[config.mk]
export PLATFORM = sky130hd
export DESIGN_NAME = irq_edge_ctrl
export DESIGN_NICKNAME = d
export VERILOG_FILES = /design/src/rtl/irq_edge_pkg.sv /design/src/rtl/irq_sync.sv /design/src/rtl/irq_edge_det.sv /design/src/rtl/irq_cfg_regs.sv /design/src/rtl/irq_req_bank.sv /design/src/rtl/irq_edge_ctrl.sv
export SDC_FILE = /design/constraint.sdc
export NUM_CORES = 1
export LEC_CHECK = 0
export BUFFER_PORTS_ARGS = -buffer_cell sky130_fd_sc_hd__buf_2
export CAP_MARGIN = 10
export CELL_PAD_IN_SITES_DETAIL_PLACEMENT = 1
export CELL_PAD_IN_SITES_GLOBAL_PLACEMENT = 2
export CORE_ASPECT_RATIO = 2
export CORE_MARGIN = 4
export CORE_UTILIZATION = 37
export DETAILED_ROUTE_END_ITERATION = 8
export GPL_TIMING_DRIVEN = 0
export PLACE_DENSITY = 0.8
export RECOVER_POWER = 100
export SYNTH_ARGS = -nofsm -noshare
export SYNTH_HDL_FRONTEND = slang
export SYNTH_SLANG_ARGS = --single-unit
[constraint.sdc]
create_clock -name clk -period 1.4 [get_ports clk]
set_input_delay 0.14 -clock clk [delete_from_list [all_inputs] [get_ports clk]]
set_output_delay 0.14 -clock clk [all_outputs]
set_load 0.03 [all_outputs]
[src/rtl/irq_edge_pkg.sv]
package irq_edge_pkg;
  localparam int NSRC = 5;
  localparam int N_EXT = 3;
  localparam int N_ALT = 2;
  localparam int N_PIN = N_EXT + N_ALT + 2;
  localparam int AW = 3;
  localparam int DW = 8;

  localparam int SRC_SHR = 4;
  localparam int SRC_CNT0 = 3;

  localparam int ES_SHARED = 3;
  localparam int ES_ROUTE0 = 4;

  typedef enum logic [AW-1:0] {
    A_ESEL = 3'd0,
    A_TXC  = 3'd1,
    A_TYM  = 3'd2,
    A_EN   = 3'd3,
    A_REQ  = 3'd4
  } reg_addr_e;
endpackage

[src/rtl/irq_sync.sv]
module irq_sync #(
  parameter int W = 1
) (
  input  logic         clk,
  input  logic         rst_n,
  input  logic [W-1:0] d_i,
  output logic [W-1:0] q_o
);
  logic [W-1:0] stage1;

  always_ff @(posedge clk or negedge rst_n) begin
    if (!rst_n) begin
      stage1 <= '0;
      q_o    <= '0;
    end else begin
      stage1 <= d_i;
      q_o    <= stage1;
    end
  end
endmodule

[src/rtl/irq_edge_det.sv]
module irq_edge_det (
  input  logic clk,
  input  logic rst_n,
  input  logic lvl_i,
  input  logic both_i,
  output logic evt_o
);
  logic prev_q;

  always_ff @(posedge clk or negedge rst_n) begin
    if (!rst_n) prev_q <= 1'b0;
    else        prev_q <= lvl_i;
  end

  assign evt_o = both_i ? (lvl_i ^ prev_q) : (lvl_i & ~prev_q);
endmodule

[src/rtl/irq_cfg_regs.sv]
module irq_cfg_regs
  import irq_edge_pkg::*;
(
  input  logic            clk,
  input  logic            rst_n,
  input  logic            we_i,
  input  logic [AW-1:0]   addr_i,
  input  logic [DW-1:0]   wdata_i,
  input  logic [NSRC-1:0] req_i,
  output logic [DW-1:0]   esel_o,
  output logic [1:0]      txf_o,
  output logic            typ_o,
  output logic [NSRC-1:0] en_o,
  output logic [DW-1:0]   rdata_o
);
  always_ff @(posedge clk or negedge rst_n) begin
    if (!rst_n) begin
      esel_o <= '0;
      txf_o  <= '0;
      typ_o  <= 1'b0;
      en_o   <= '0;
    end else if (we_i) begin
      case (addr_i)
        A_ESEL:  esel_o <= wdata_i;
        A_TXC:   txf_o  <= wdata_i[7:6];
        A_TYM:   typ_o  <= wdata_i[6];
        A_EN:    en_o   <= wdata_i[NSRC-1:0];
        default: ;
      endcase
    end
  end

  always_comb begin
    rdata_o = '0;
    case (addr_i)
      A_ESEL:  rdata_o = esel_o;
      A_TXC:   rdata_o[7:6] = txf_o;
      A_TYM:   rdata_o[6] = typ_o;
      A_EN:    rdata_o[NSRC-1:0] = en_o;
      A_REQ:   rdata_o[NSRC-1:0] = req_i;
      default: rdata_o = '0;
    endcase
  end
endmodule

[src/rtl/irq_req_bank.sv]
module irq_req_bank #(
  parameter int          N = 5,
  parameter logic [N-1:0] LATE_MASK = '0
) (
  input  logic         clk,
  input  logic         rst_n,
  input  logic [N-1:0] evt_i,
  input  logic         last_i,
  input  logic         clr_we_i,
  input  logic [N-1:0] keep_i,
  input  logic [N-1:0] en_i,
  input  logic         accept_i,
  output logic [N-1:0] req_o,
  output logic [N-1:0] set_o,
  output logic [N-1:0] defer_o,
  output logic         pend_o
);
  logic [N-1:0] late, keep;

  assign late  = evt_i & {N{last_i}} & LATE_MASK;
  assign set_o = (evt_i & ~late) | defer_o;
  assign keep  = clr_we_i ? keep_i : '1;

  always_ff @(posedge clk or negedge rst_n) begin
    if (!rst_n) begin
      req_o   <= '0;
      defer_o <= '0;
      pend_o  <= 1'b0;
    end else begin
      defer_o <= late;
      req_o   <= (req_o & keep) | set_o;
      if (accept_i) pend_o <= |(req_o & en_i);
    end
  end
endmodule

[src/rtl/irq_edge_ctrl.sv]
module irq_edge_ctrl
  import irq_edge_pkg::*;
#(
  parameter logic [NSRC-1:0] LATE_MASK = 5'b10100
) (
  input  logic             clk,
  input  logic             rst_n,
  input  logic [N_EXT-1:0] ext_a_i,
  input  logic [N_ALT-1:0] ext_b_i,
  input  logic [1:0]       cnt_i,
  input  logic             tmry_evt_i,
  input  logic             last_clk_i,
  input  logic             accept_i,
  input  logic             reg_we_i,
  input  logic [AW-1:0]    reg_addr_i,
  input  logic [DW-1:0]    reg_wdata_i,
  output logic [DW-1:0]    reg_rdata_o,
  output logic             irq_pend_o
);
  logic [N_PIN-1:0] pin_s;
  logic [DW-1:0]    esel;
  logic [1:0]       txf;
  logic             typ;
  logic [NSRC-1:0]  en_vec, req_vec, set_vec, defer_vec, evt;
  logic             cnt1_evt, sel_prev;

  irq_sync #(.W(N_PIN)) u_sync (
    .clk(clk), .rst_n(rst_n),
    .d_i({cnt_i, ext_b_i, ext_a_i}),
    .q_o(pin_s)
  );

  for (genvar g = 0; g < N_EXT; g++) begin : g_ext
    logic routed;
    if (g < N_ALT) begin : g_alt
      assign routed = esel[ES_ROUTE0+g] ? pin_s[N_EXT+g] : pin_s[g];
    end else begin : g_one
      assign routed = pin_s[g];
    end
    irq_edge_det u_det (
      .clk(clk), .rst_n(rst_n),
      .lvl_i(routed ^ esel[g]), .both_i(1'b0),
      .evt_o(evt[g])
    );
  end

  irq_edge_det u_cnt0 (
    .clk(clk), .rst_n(rst_n),
    .lvl_i(pin_s[N_EXT+N_ALT] ^ (txf == 2'b01)),
    .both_i(txf == 2'b11),
    .evt_o(evt[SRC_CNT0])
  );

  irq_edge_det u_cnt1 (
    .clk(clk), .rst_n(rst_n),
    .lvl_i(pin_s[N_EXT+N_ALT+1] ^ typ),
    .both_i(1'b0),
    .evt_o(cnt1_evt)
  );

  always_ff @(posedge clk or negedge rst_n) begin
    if (!rst_n) sel_prev <= 1'b0;
    else        sel_prev <= esel[ES_SHARED];
  end

  assign evt[SRC_SHR] = (esel[ES_SHARED] ? cnt1_evt : tmry_evt_i)
                      | (esel[ES_SHARED] ^ sel_prev);

  irq_cfg_regs u_regs (
    .clk(clk), .rst_n(rst_n),
    .we_i(reg_we_i), .addr_i(reg_addr_i), .wdata_i(reg_wdata_i),
    .req_i(req_vec),
    .esel_o(esel), .txf_o(txf), .typ_o(typ), .en_o(en_vec),
    .rdata_o(reg_rdata_o)
  );

  irq_req_bank #(.N(NSRC), .LATE_MASK(LATE_MASK)) u_bank (
    .clk(clk), .rst_n(rst_n),
    .evt_i(evt), .last_i(last_clk_i),
    .clr_we_i(reg_we_i && reg_addr_i == A_REQ),
    .keep_i(reg_wdata_i[NSRC-1:0]),
    .en_i(en_vec), .accept_i(accept_i),
    .req_o(req_vec), .set_o(set_vec), .defer_o(defer_vec),
    .pend_o(irq_pend_o)
  );
endmodule

# After elaboration in Yosys (flattened, before gate mapping)
# Index checks and enable logic that the tools add are counted.
[word_totals]
inputBits = 24
register_bits = 44
elab_cells = 62
[classes]
mux = 9
n_reduce_logical = 7
n_eq_ne = 6
bitwise_logic = 25
[op_table]
columns = ["cell", "n"]
rows = [
  ["$and 5x5->5", 4],
  ["$pmux 5 s3", 1],
  ["$or 5x5->5", 2],
  ["$reduce_and 2->1", 4],
  ["$xor 1x1->1", 7],
  ["$eq 3x2->1 const B", 2],
  ["$and 1x1->1", 5],
  ["$mux 1", 5],
  ["$mux 5", 1],
  ["$not 1->1", 5],
  ["$not 5->5", 1],
  ["$reduce_or 5->1", 1],
  ["$eq 3x1->1 const B", 1],
  ["$eq 3x3->1 const B", 1],
  ["$logic_not 3->1", 1],
  ["$pmux 1 s3", 1],
  ["$eq 2x1->1 const B", 1],
  ["$eq 2x2->1 const B", 1],
  ["$pmux 1 s2", 1],
  ["$logic_and 1x1->1", 1],
  ["$or 1x1->1", 1],
]

# Logic depth before layout (Yosys ltp)
[logic_depth]
depth_word = 9
depth_mapped = 5
mapped_depth_nobuf = 5

# Modules after synthesis
# Synthesis repeated with hierarchy kept, for this count alone.
[unflattened]
cells_unflattened = 150
hier_area_um2 = 1980.6
[by_module_without_submodules]
columns = ["mod", "area_each_um2", "cells_each", "seq_area_each_um2", "n_inst"]
rows = [
  ["irq_cfg_regs", 844.6, 61, 400.4, 1],
  ["irq_req_bank", 381.6, 34, 200.2, 1],
  ["irq_sync", 350.3, 14, 350.3, 1],
  ["irq_edge_det", 55.1, 5, 25.0, 5],
  ["irq_edge_ctrl", 128.9, 16, 25.0, 1],
]

# Worst setup path after synthesis
# OpenSTA, ideal clock, no wires.
[synth_path]
path_kind = "input to output"
start = "input port reg_addr_i[1]"
end = "output port reg_rdata_o[5]"
arrival_ns = 1.365
cell_stages = 4
required_ns = 1.260
path_buffers = 2
path_slack_ns = -0.105
path_cell_list = "clkbuf_2 > or2_1 > buf_6 > nor3b_1"
[synth_via]
elab_chain_len = 2
[synth_lines]
columns = ["item", "line_no", "rtl"]
rows = [
  ["from (decl)", "irq_edge_ctrl.sv:15", "input logic [AW-1:0] reg_addr_i,"],
  ["$logic_not 3->1", "irq_cfg_regs.sv:35", "case (addr_i)"],
  ["$mux 1", "irq_cfg_regs.sv:35", ""],
  ["to (decl)", "irq_edge_ctrl.sv:17", "output logic [DW-1:0] reg_rdata_o,"],
]
# Every way passes these cells.

# Final worst setup path
[layout_path]
start = "register u_regs.txf_o[1]"
end = "register u_bank.req_o[3]"
[layout_via]
elab_chain_len = 7
elab_cells_between_ends = 9
cone_classes = "eq/ne: 2; mux: 1; bitwise: 6"
[layout_lines]
columns = ["item", "line_no", "rtl"]
rows = [
  ["from (decl)", "irq_cfg_regs.sv:11", "output logic [1:0] txf_o,"],
  ["from (signal assigned)", "irq_cfg_regs.sv:25", "A_TXC: txf_o <= wdata_i[7:6];"],
  ["$eq 2x1->1 (*)", "irq_edge_ctrl.sv:49", ".lvl_i(pin_s[N_EXT+N_ALT] ^ (txf == 2'b01)),"],
  ["$xor 1x1->1 (*)", "irq_edge_ctrl.sv:49", ""],
  ["net u_cnt0.lvl_i", "irq_edge_det.sv:4", "input logic lvl_i,"],
  ["$and 1x1->1 or $xor 1x1->1 (tied branches)", "irq_edge_det.sv:15", "assign evt_o = both_i ? (lvl_i ^ prev_q) : (lvl_i & ~prev_q);"],
  ["$mux 1 (*)", "irq_edge_det.sv:15", ""],
  ["$and 5x5->5 (*)", "irq_req_bank.sv:21", "assign set_o = (evt_i & ~late) | defer_o;"],
  ["$or 5x5->5 (*)", "irq_req_bank.sv:21", ""],
  ["$or 5x5->5 (*)", "irq_req_bank.sv:31", "req_o <= (req_o & keep) | set_o;"],
  ["to (signal assigned)", "irq_req_bank.sv:31", ""],
  ["to (decl)", "irq_req_bank.sv:13", "output logic [N-1:0] req_o,"],
]
# The timed path passes the listed nets; every way through them passes the cells marked *.
# A chain may end at the register's enable or synchronous reset.

==> impl_metrics.toml <==
[run_status]
status = "finished, final reports clean"

[final_layout]
final_util_pct = 48.1
final_cell_area_um2 = 2230
final_layout_size_suffix_gt1_share_pct = 37.4
n_antenna_cell = 0
syn_to_final_growth_pct = 24.9
fin_nets = 199

[logic_synthesis]
synth_edf_count = 0
synth-seq-cells = 44
netlist_area_um2 = 1790
synthCells = 129
ys_types = 31
yosysSeqAreaShare_pct = 61.5
syn_avg_cell_area_um2 = 13.9
synthesis.nets = 154
synth_common_cells = "dfrtp_1 (44), mux2_2 (15), mux2i_1 (9), o21ai_0 (7), inv_1 (6)"
synth_warnings = 0
synth_most_common_cell = "dfrtp_1"
synthDominantCellAreaShare_pct = 61.5
ys_async_sr_fraction_pct = 100
yosysTopAreaCell = "dfrtp_1"
synth.area.top_cells = "dfrtp_1 (62%), mux2_2 (9.4%), mux2i_1 (5.0%)"
ys.flop_type = "dfrtp_1"

[clock_tree]
cts_buffer_depth = 2
cts.sinks = 44
path_clk_slew_ns = 0.08
clock_latency_ns = 0.30
cts_tree = "yes"
cts-root-buf = "clkbuf_8"
cts-buffers-inserted = 5
h-tree-depth = 2

[route]
drc = 0
wire_per_inst_um = 16.1
wirelength_um = 3690
via_count = 1149
first_pass_iters = 4
ant_nets = 0
drt_iter0_drc = 15
viasPerCell = 5.02

[setup_path]
critPathMaxFanout = 4
rr_worst_depth = 4
criticalPathCategory = "register to register"
worst-endpoint-arrival_ns = 1.54
start_kind = "register"
required_ns = 1.61
end_kind = "register"

[timing]
period_needed_ns = 1.32
max-slew-margin-rel_pct = 28.0
max_freq_mhz = 755
finalHoldViolations = 0
period_share_pct = 94.6
maxSlewViolCount = 0
worstMarginPinSlew_ns = 1.08
fin_skew_ns = 0.00920
finalSetupViolCount = 0

[global_route]
gr-total-overflow = 0
grt_usage_pct = 13.6
grt_max_degree = 45
antenna_found_initial = 0
grt_pass1_wl_um = 6270
grt_pass1_vias = 1365

[die]
row_count = 35
die_h_um = 106
initial_core_util_pct = 38.5
die_area_um2 = 6080
die_w_um = 57.2
ios = 33
coreArea_um2 = 4640

[placement]
globalplace.congestion = 0.706
place_area_um2 = 2010
dp_hpwl_um = 2730
port-buffer-count = 30

[worst_hold_path]
hold_depth = 2
hold_class = "input port to register"

[power_and_ir_drop]
power_density_nw_per_um2 = 1490
vdd_drop_max_mv = 0.934
leakage_nw = 1.03

[job]
max_cap_violations = 0
final cells by class:
| cell class | instances | area [µm²] |
|---|---|---|
| fill | 505 | 2410 |
| inverter | 6 | 22.5 |
| multi-input combinational | 74 | 638 |
| clock inverter | 2 | 60.1 |
| timing repair buffer | 38 | 230 |
| sequential | 44 | 1100 |
| buffer | 5 | 43.8 |
| tap | 55 | 68.8 |
| clock buffer | 5 | 68.8 |
repair_timing:
action | CTS | global route
setup endpoints to repair | 1 | 3
endpoints found under the hold margin | 7 | 0
resized for setup | 0 | 5
setup buffers | 1 | 0
hold buffers | 7 | 0
where the power goes:
group | total [mW] | internal (mW) | switching [mW] | leakage [nW]
registers | 1.63 | 1.48 | 0.147 | 0.506
logic | 0.570 | 0.281 | 0.289 | 0.455
clock network | 1.12 | 0.702 | 0.422 | 0.0642
state kept, by name, indices dropped and copies added, names as in the netlist:
register            cells
u_bank.defer_o          2
g_ext.u_det.prev_q      3
u_bank.pend_o           1
u_cnt1.prev_q           1
sel_prev                1
u_cnt0.prev_q           1
u_sync.q_o              7
u_bank.req_o            5
u_sync.stage1           7
u_regs.en_o             5
u_regs.typ_o            1
u_regs.txf_o            2
u_regs.esel_o           8
logic make-up (layout without fill, tap and decap cells):
| group | after synthesis | in the layout | share of synthesized area, % |
|---|---|---|---|
| and+or+nand+nor | 21 | 21 | 7.83 |
| xor gates and xnor gates | 5 | 5 | 2.45 |
| adders and majority gates | 1 | 1 | 0.699 |
| buffers and inverters | 11 | 56 | 3.71 |
| DFF | 44 | 44 | 61.5 |
| AOI/OAI and AO/OA | 22 | 22 | 8.46 |
| muxes | 25 | 25 | 15.3 |
metrics by stage:
step	std cells	total power, mW	hold WS, ns	worst slack [ns]	TNS (ns)
after floorplan	129	1.98	-0.156	0.141	0
after global placement	214	2.14	0.248	0.0675	0
after detailed placement	214	2.19	0.250	0.00532	0
after CTS	229	3.35	0.0143	0.0283	0
after global routing	229	3.50	0.0267	-0.0165	-0.0165
final	229	3.32	0.0202	0.0759	0
worst paths after layout:
check | from | to | slack (ns)
max in group asynchronous | rst_n | u_regs.esel_o[3] | 0.63
worst max-delay path | u_regs.txf_o[1] | u_bank.req_o[3] | 0.08
worst max register to register | u_regs.txf_o[1] | u_bank.req_o[3] | 0.08
worst min register to register | u_sync.stage1[6] | u_sync.q_o[6] | 0.35
worst min-delay path | accept_i | u_bank.pend_o | 0.02
min in group asynchronous | rst_n | u_bank.req_o[0] | 0.03
critical path: stages (launching register included):
cell and delay (ns):
dfrtp_1 0.41, nand2b_1 0.19, xnor2_2 0.16, ha_1 0.30, o211ai_1 0.18
layout by cell type (no fill, tap or decap), types with 3 or more instances in the layout:
master | Yosys | layout
mux2_2 | 15 | 15
o21ai_0 | 7 | 7
nor3b_1 | 4 | 3
clkbuf_8 | 0 | 5
nor2_1 | 3 | 3
mux2i_1 | 9 | 9
buf_2 | 1 | 29
inv_1 | 6 | 6
dfrtp_1 | 44 | 43
buf_6 | 3 | 3
o2bb2ai_1 | 5 | 5
xor2_1 | 3 | 3
nand2_1 | 4 | 4
dlygate4sd3_1 | 0 | 7
per-layer routing:
metal | GRT usage, % | vias to the layer above | share of wire, %
li1 | - | 541 | -
met1 | 14.8 | 572 | 38
met2 | 23.6 | 30 | 54
met3 | 3.77 | 6 | 5.3
met4 | 6.47 | 0 | 2.1
met5 | 0 | - | 0
Note: power is estimated with default switching activity, not from simulation.
